**src/rtl/spi_fifo_pkg.sv**
```systemverilog
package spi_fifo_pkg;
  localparam int SLICE_W = 6;

  localparam logic [SLICE_W-1:0] OFF_STAT = 6'h0C;
  localparam logic [SLICE_W-1:0] OFF_MASK = 6'h10;
  localparam logic [SLICE_W-1:0] OFF_THR  = 6'h14;
  localparam logic [SLICE_W-1:0] OFF_FILL = 6'h18;
  localparam logic [SLICE_W-1:0] OFF_TXD  = 6'h1C;
  localparam logic [SLICE_W-1:0] OFF_RXD  = 6'h20;

  localparam int NUM_EVT = 6;
  localparam int NUM_EN  = NUM_EVT - 1;

  localparam int EV_PEND = 0;
  localparam int EV_DONE = 1;
  localparam int EV_TXLO = 2;
  localparam int EV_RXHI = 3;
  localparam int EV_TXUF = 4;
  localparam int EV_RXOF = 5;

  typedef struct packed {
    logic rxof;
    logic txuf;
    logic rxhi;
    logic txlo;
    logic done;
    logic pend;
  } evt_t;
endpackage

```
**src/rtl/spi_word_fifo.sv**
```systemverilog
module spi_word_fifo #(
  parameter int W     = 32,
  parameter int DEPTH = 8,
  localparam int CNT_W = $clog2(DEPTH + 1),
  localparam int PTR_W = $clog2(DEPTH)
) (
  input  logic             clk,
  input  logic             rst_n,
  input  logic             push,
  input  logic [W-1:0]     push_data,
  input  logic             pop,
  output logic [W-1:0]     head,
  output logic [CNT_W-1:0] count,
  output logic             full,
  output logic             empty
);
  logic [W-1:0]     mem [DEPTH];
  logic [PTR_W-1:0] wp_q, wp_d, rp_q, rp_d;
  logic [CNT_W-1:0] cnt_q, cnt_d;

  always_comb begin
    wp_d  = wp_q;
    rp_d  = rp_q;
    cnt_d = cnt_q;
    if (push) wp_d = (wp_q == PTR_W'(DEPTH - 1)) ? '0 : wp_q + 1'b1;
    if (pop)  rp_d = (rp_q == PTR_W'(DEPTH - 1)) ? '0 : rp_q + 1'b1;
    case ({push, pop})
      2'b10:   cnt_d = cnt_q + 1'b1;
      2'b01:   cnt_d = cnt_q - 1'b1;
      default: cnt_d = cnt_q;
    endcase
  end

  always_ff @(posedge clk or negedge rst_n) begin
    if (!rst_n) begin
      wp_q  <= '0;
      rp_q  <= '0;
      cnt_q <= '0;
    end else begin
      wp_q  <= wp_d;
      rp_q  <= rp_d;
      cnt_q <= cnt_d;
    end
  end

  always_ff @(posedge clk) begin
    if (push) mem[wp_q] <= push_data;
  end

  assign head  = mem[rp_q];
  assign count = cnt_q;
  assign full  = (cnt_q == CNT_W'(DEPTH));
  assign empty = (cnt_q == '0);

  p_fifo_push_room_r2: assert property (@(posedge clk) disable iff (!rst_n)
    push |-> !full);
  p_fifo_pop_data_r3: assert property (@(posedge clk) disable iff (!rst_n)
    pop |-> !empty);
  p_fifo_grow_r2: assert property (@(posedge clk) disable iff (!rst_n)
    (push && !pop) |=> (count == $past(count) + 1'b1));
endmodule

```
**src/rtl/spi_evt_ctrl.sv**
```systemverilog
module spi_evt_ctrl
  import spi_fifo_pkg::*;
#(
  parameter int CNT_W = 4
) (
  input  logic               clk,
  input  logic               rst_n,
  input  logic [CNT_W-1:0]   tx_cnt,
  input  logic [CNT_W-1:0]   rx_cnt,
  input  logic [CNT_W-1:0]   tx_thr,
  input  logic [CNT_W-1:0]   rx_thr,
  input  logic               pend_set,
  input  logic               done_set,
  input  logic               txuf_set,
  input  logic               rxof_set,
  input  logic               stat_wr,
  input  logic [NUM_EVT-1:0] stat_wdata,
  input  logic               mask_wr,
  input  logic [NUM_EN-1:0]  mask_wdata,
  output logic [NUM_EVT-1:0] status,
  output logic [NUM_EN-1:0]  mask,
  output logic               irq
);
  logic tx_low, rx_high;
  logic tx_low_q, rx_high_q;
  evt_t raise;
  logic [NUM_EVT-1:0] stat_q, stat_d, clr;
  logic [NUM_EN-1:0]  mask_q, mask_d;

  assign tx_low  = (tx_cnt <= tx_thr);
  assign rx_high = (rx_cnt >= rx_thr);

  always_comb begin
    raise.pend = pend_set;
    raise.done = done_set;
    raise.txlo = tx_low && !tx_low_q;
    raise.rxhi = rx_high && !rx_high_q;
    raise.txuf = txuf_set;
    raise.rxof = rxof_set;
    clr    = stat_wr ? stat_wdata : '0;
    stat_d = (stat_q & ~clr) | raise;
    mask_d = mask_wr ? mask_wdata : mask_q;
  end

  always_ff @(posedge clk or negedge rst_n) begin
    if (!rst_n) begin
      stat_q    <= '0;
      mask_q    <= '0;
      tx_low_q  <= 1'b1;
      rx_high_q <= 1'b0;
    end else begin
      stat_q    <= stat_d;
      mask_q    <= mask_d;
      tx_low_q  <= tx_low;
      rx_high_q <= rx_high;
    end
  end

  assign status = stat_q;
  assign mask   = mask_q;
  assign irq    = |(stat_q[NUM_EVT-1:1] & mask_q);

  p_done_sticky_r8: assert property (@(posedge clk) disable iff (!rst_n)
    done_set |=> status[EV_DONE]);
  p_clear_one_r9: assert property (@(posedge clk) disable iff (!rst_n)
    (stat_wr && stat_wdata[EV_TXUF] && !txuf_set) |=> !status[EV_TXUF]);
  p_hold_unwritten_r9: assert property (@(posedge clk) disable iff (!rst_n)
    (!stat_wr && status[EV_RXOF]) |=> status[EV_RXOF]);
  p_irq_needs_mask_r10: assert property (@(posedge clk) disable iff (!rst_n)
    irq |-> (mask != '0));
  p_tx_cross_r6: assert property (@(posedge clk) disable iff (!rst_n)
    (tx_low && !tx_low_q) |=> status[EV_TXLO]);
endmodule

```
**src/rtl/spi_fifo_irq_unit.sv**
```systemverilog
module spi_fifo_irq_unit
  import spi_fifo_pkg::*;
#(
  parameter int NUM_CH = 4,
  parameter int CH_ID  = 0,
  parameter int DATA_W = 32,
  parameter int DEPTH  = 8,
  localparam int CH_W   = $clog2(NUM_CH),
  localparam int ADDR_W = CH_W + SLICE_W,
  localparam int CNT_W  = $clog2(DEPTH + 1)
) (
  input  logic              clk,
  input  logic              rst_n,
  input  logic              bus_sel,
  input  logic              bus_wr,
  input  logic              bus_rd,
  input  logic [ADDR_W-1:0] bus_addr,
  input  logic [DATA_W-1:0] bus_wdata,
  output logic [DATA_W-1:0] bus_rdata,
  input  logic              eng_tx_req,
  output logic [DATA_W-1:0] eng_tx_data,
  input  logic              eng_rx_push,
  input  logic [DATA_W-1:0] eng_rx_data,
  input  logic              eng_start,
  input  logic              eng_done,
  output logic              irq
);
  logic [SLICE_W-1:0] off;
  logic               hit;
  logic               tx_push, tx_pop, tx_full, tx_empty, tx_uf;
  logic               rx_push, rx_pop, rx_full, rx_empty, rx_of;
  logic [DATA_W-1:0]  tx_head, rx_head, rd_mux;
  logic [CNT_W-1:0]   tx_cnt, rx_cnt;
  logic [2*CNT_W-1:0] thr_q, thr_d;
  logic               thr_wr, stat_wr, mask_wr;
  logic [NUM_EVT-1:0] status;
  logic [NUM_EN-1:0]  mask;

  assign off     = bus_addr[SLICE_W-1:0];
  assign hit     = bus_sel && (bus_addr[ADDR_W-1:SLICE_W] == CH_W'(CH_ID));
  assign stat_wr = hit && bus_wr && (off == OFF_STAT);
  assign mask_wr = hit && bus_wr && (off == OFF_MASK);
  assign thr_wr  = hit && bus_wr && (off == OFF_THR);

  assign tx_push = hit && bus_wr && (off == OFF_TXD) && !tx_full;
  assign tx_pop  = eng_tx_req && !tx_empty;
  assign tx_uf   = eng_tx_req && tx_empty;
  assign rx_push = eng_rx_push && !rx_full;
  assign rx_of   = eng_rx_push && rx_full;
  assign rx_pop  = hit && bus_rd && (off == OFF_RXD) && !rx_empty;

  spi_word_fifo #(.W(DATA_W), .DEPTH(DEPTH)) u_txq (
    .clk(clk), .rst_n(rst_n), .push(tx_push), .push_data(bus_wdata),
    .pop(tx_pop), .head(tx_head), .count(tx_cnt), .full(tx_full), .empty(tx_empty));

  spi_word_fifo #(.W(DATA_W), .DEPTH(DEPTH)) u_rxq (
    .clk(clk), .rst_n(rst_n), .push(rx_push), .push_data(eng_rx_data),
    .pop(rx_pop), .head(rx_head), .count(rx_cnt), .full(rx_full), .empty(rx_empty));

  always_comb thr_d = thr_wr ? bus_wdata[2*CNT_W-1:0] : thr_q;

  always_ff @(posedge clk or negedge rst_n) begin
    if (!rst_n) thr_q <= {CNT_W'(DEPTH), CNT_W'(0)};
    else        thr_q <= thr_d;
  end

  spi_evt_ctrl #(.CNT_W(CNT_W)) u_evt (
    .clk(clk), .rst_n(rst_n),
    .tx_cnt(tx_cnt), .rx_cnt(rx_cnt),
    .tx_thr(thr_q[CNT_W-1:0]), .rx_thr(thr_q[2*CNT_W-1:CNT_W]),
    .pend_set(eng_start), .done_set(eng_done), .txuf_set(tx_uf), .rxof_set(rx_of),
    .stat_wr(stat_wr), .stat_wdata(bus_wdata[NUM_EVT-1:0]),
    .mask_wr(mask_wr), .mask_wdata(bus_wdata[NUM_EN-1:0]),
    .status(status), .mask(mask), .irq(irq));

  always_comb begin
    rd_mux = '0;
    case (off)
      OFF_STAT: rd_mux = DATA_W'(status);
      OFF_MASK: rd_mux = DATA_W'(mask);
      OFF_THR:  rd_mux = DATA_W'(thr_q);
      OFF_FILL: rd_mux = DATA_W'({tx_cnt, rx_cnt});
      OFF_RXD:  rd_mux = rx_empty ? '0 : rx_head;
      default:  rd_mux = '0;
    endcase
  end

  assign bus_rdata   = hit ? rd_mux : '0;
  assign eng_tx_data = tx_empty ? '0 : tx_head;

  p_underflow_flag_r4: assert property (@(posedge clk) disable iff (!rst_n)
    (eng_tx_req && tx_empty) |=> status[EV_TXUF]);
  p_overflow_keep_full_r5: assert property (@(posedge clk) disable iff (!rst_n)
    (eng_rx_push && rx_full && !rx_pop) |=> (rx_full && status[EV_RXOF]));
  p_empty_read_zero_r3: assert property (@(posedge clk) disable iff (!rst_n)
    (hit && bus_rd && (off == OFF_RXD) && rx_empty) |-> (bus_rdata == '0));
  p_foreign_ignored_r11: assert property (@(posedge clk) disable iff (!rst_n)
    (bus_sel && bus_wr && !hit) |=> ($stable(mask) && $stable(thr_q) && $stable(tx_cnt)));
endmodule

```
**config.mk**
```make
export PLATFORM = sky130hd
export DESIGN_NAME = spi_fifo_irq_unit
export DESIGN_NICKNAME = d
export VERILOG_FILES = /design/src/rtl/spi_fifo_pkg.sv /design/src/rtl/spi_word_fifo.sv /design/src/rtl/spi_evt_ctrl.sv /design/src/rtl/spi_fifo_irq_unit.sv
export SDC_FILE = /design/constraint.sdc
export NUM_CORES = 1
export LEC_CHECK = 0
export ABC_AREA = 1
export CORE_MARGIN = 5
export CORE_UTILIZATION = 30
export CTS_CLUSTER_DIAMETER = 30
export CTS_CLUSTER_SIZE = 8
export DETAILED_ROUTE_END_ITERATION = 12
export PLACE_DENSITY_LB_ADDON = 0.12
export SLEW_MARGIN = 15
export SYNTH_ARGS = -nofsm -noshare
export SYNTH_HDL_FRONTEND = slang
export SYNTH_SLANG_ARGS = --single-unit
```
**constraint.sdc**
```tcl
create_clock -name clk -period 3.4 [get_ports clk]
set_input_delay 0.51 -clock clk [delete_from_list [all_inputs] [get_ports clk]]
set_output_delay 0.51 -clock clk [all_outputs]
set_load 0.01 [all_outputs]
```
==> metrics.md <==
| Metric | Value |
|---|---|
| Outcome | `finished clean` |
| First-pass detailed-route iteration total | `5` |
| Layout Nets | `2308` |
| Core Util, Final | `0.411` |
| Main synth FF type | `edfxtp_1` |
| Final Critical Period | `3.25 ns` |
| Area of the multi-input gates | `0.00582 sq mm` |
| Worst R2R End | `u_txq.count[2]` |
| Vias in the first global route | `15700` |
| Synth warnings | `0` |
| Final Routed Wirelength | `65.5 mm` |
| Worst slew pin tran | `0.997 ns` |
| Placed cells | `3076` |
| Fin. max-slew vios | `0` |
| Num CTS Buffers | `139` |
| Slowest stage delay, CP | `0.58 ns` |
| Reg2reg start | `u_txq.count[0]` |
| CP cell instances | `buf_12 > buf_12 > nand2_1 > nand3_1 > a21oi_1 > nor3_1 > clkdlybuf4s50_1` |
| Reg2Reg Setup Slack | `0.72 ns` |
| Sw frac | `0.286` |
| I/O Buffers | `145` |
| Reg2Reg Depth | `14` |
| Switching Power | `7.64 mW` |
| Design Area, Final | `0.0313 sq mm` |
| Clock power share | `0.483` |
| Antenna viol nets, final | `0` |
| Syn nets | `2060` |
| Root Buffer | `clkbuf_16` |
| Core area | `0.0761 sq mm` |
| Flop pwr share | `0.312` |
| Largest net degree at the start of global routing | `69` |
| Hold_buf cts | `0` |
| Crit path kind | `register to output port` |
| P&R area growth vs syn | `35.9%` |
| Vias per cell | `4.63` |
| Final hold violation count | `0` |
| Critical Path Slowest Stage Cell | `clkdlybuf4s50_1` |
| Final worst setup slack | `0.147 ns` |
| Global-route wire length before repair | `98.0 mm` |
| CP startpoint kind | `register` |
| #FFs+latches synth | `553` |
| Final setup viols | `0` |
| Post-DP HPWL | `34.9 mm` |
| Async set-or-reset flop fraction in the synthesized netlist | `0.0741` |
| Initial antenna violation count | `3` |
| Initial DRC Count | `953` |
| Lkg Pwr | `11.4 nW` |
| FILL cells | `7181` |
| Worst endpoint required time | `2.89 ns` |
| Dpl cell area | `0.0262 sq mm` |
| Crit-path max FO | `34` |
| Total global-route track usage | `0.157` |
| Relative max-transition margin | `0.335` |
| Post-Syn Instances | `1957` |
| Initial core utilization | `0.303` |
| Die Ht | `287 um` |
| Layout cells sized above 1 | `0.149` |
| Worst-path clk slew | `0.04 ns` |
| Pre-CTS setup slack | `0.0917 ns` |
| Hold Crit Class | `input pin to asynchronous set/reset pin` |
| Area taken by flip-flops and latches | `0.0164 sq mm` |
| Count leader, synth | `edfxtp_1` |
| Post-synth top area share | `0.668` |
| Cell variety after synth | `36` |
| Critical Path AT | `2.74 ns` |
| CP endpoint kind | `output port` |
| Area of the die | `0.0824 sq mm` |
| Worst path most repeated cell | `buf_12` |
| Unrepaired setup endpoints after global routing | `true` |
| Number of enable flip-flop cells after synthesis | `512` |
| Cell internal pwr | `19.1 mW` |
| Post-Layout Cell Count | `3349` |
| Final cycle utilization of the critical path | `0.957` |
| Overflow after GRT | `0` |
| Yosys top cell by area | `edfxtp_1` |
| Fmax | `307 MHz` |
| Vias | `15500` |
| I/O pin count | `146` |
| Syn avg cell area | `11.8 sq um` |
| Die width | `287 um` |
| Peak VDD IR | `0.460 mV` |
| P per Cell Area | `854 mW/mm^2` |
| Mapped cell area | `0.0230 sq mm` |
| Max-Cap Viols | `0` |
| CTS tree | `built` |
| Most frequent cells after synthesis | `edfxtp_1 (512), nor2_1 (314), nand2_1 (304)` |
| Final Skew | `0.0302 ns` |
| CTS Buffer Depth | `3` |
| Clk_lat worst skew | `0.69 ns` |
| Clk sinks | `553` |
| Sequential element share of the synthesized area | `0.712` |
| DR WL/cell | `19.6 um` |
| H-tree depth | `4` |
| Combinational share of power | `0.205` |
| Routability Congestion | `0.791` |
| Post-route DRC violation count | `0` |
| # rows | `101` |
| Top cells by area, synth | `edfxtp_1 (67%), nor2_1 (5.1%), nand2_1 (5.0%)` |
| Post-layout total power | `26.7 mW` |
[logic make-up after synthesis]
| kind of cell | count (synthesis) | share of synthesized area |
|---|---|---|
| buffers and inverters | 236 | 0.0411 |
| flip-flops | 553 | 0.712 |
| AND/OR/NAND/NOR | 798 | 0.150 |
| AO/OA/AOI/OAI | 343 | 0.0830 |
| adder cells (fa/ha/maj) | 22 | 0.0120 |
| XOR/XNOR | 5 | 0.00190 |
[layer usage]
metal / track usage / up-vias / share of wire
met2: 0.254 / 343 / 0.48
met1: 0.206 / 7605 / 0.46
met3: 0.0389 / 104 / 0.044
met5: 0 / - / 0.00031
li1: - / 7454 / -
met4: 0.0548 / 2 / 0.020
[worst max path at each step]
stage                             start              end  slack, ns  depth (start not counted)
after floorplan             bus_addr[7]  u_txq.mem[6][0]      -0.53                          6
after global placement      bus_addr[5]     bus_rdata[9]       0.19                          8
after detailed placement    bus_addr[5]    bus_rdata[20]       0.09                          8
after CTS                 u_rxq.rp_q[0]     bus_rdata[9]      0.008                          7
after global routing      u_txq.rp_q[0]   eng_tx_data[7]      -0.01                          6
final                     u_rxq.rp_q[0]    bus_rdata[10]       0.15                          7
[layout make-up]
cell class	instances	share of cell area
multi-input cells	1168	0.186
repair inverters	1	0.000280
well taps	1030	0.0412
repair buffers	211	0.0807
clock buffers	168	0.117
diodes	2	0.000160
inverters	131	0.0164
flip-flops and latches	553	0.525
clock inverters	85	0.0335
[cells in the final DEF, fill, tap and decap left out, types with 24 or more instances in the layout]
master             n
clkdlybuf4s50_1  139
a21oi_1           37
edfxtp_1         512
o21ai_1           44
nand3_1          113
nor3_2            24
buf_12            24
inv_1            126
dfrtp_1           34
nand2_1          304
clkbuf_1          25
nor2_1           298
o211ai_1          59
clkbuf_16        144
buf_4             27
o21ai_0          168
o22ai_1           33
[power by group through the flow]
stage / combinational (mW) / clock, mW / sequential, mW
floorplan: 2.91 / 0 / 8.31
global route: 6.09 / 13.6 / 8.38
detailed placement: 5.24 / 0 / 8.47
finish: 5.49 / 12.9 / 8.34
global placement: 5.21 / 0 / 8.46
CTS: 5.58 / 13.2 / 8.34
[stage by stage]
step	setup TNS (ns)	hold WS (ns)
finish	0	0.00382
global route	-0.0188	0.0785
CTS	0	0.0129
detailed placement	0	0.476
global placement	0	0.475
floorplan	-68.22	0.214
[flip-flops by register name, indices dropped and copies added, names as in the netlist, 3 cells and up]
register / cells
u_rxq.rp_q: 3
thr_q: 8
u_txq.count: 4
u_evt.status: 6
u_txq.mem: 256
u_txq.wp_q: 3
u_rxq.mem: 256
u_evt.mask: 5
u_rxq.count: 4
u_txq.rp_q: 3
u_rxq.wp_q: 3
[worst max-delay path: cells and delay by family (launching register included)]
family          cells  cell delay (ns)
flops               1             0.53
simple gates        3             0.39
buf+inv             3             1.02
compound gates      1             0.11
[repair_timing]
action                                  4_1_cts  5_1_grt
endpoints found under the setup margin       52       32
cloned                                        5        3
pin swaps                                     1        1
resized for setup                            20       12
setup buffers                                 2        8
No activity file was read; power rests on OpenSTA's default activity.
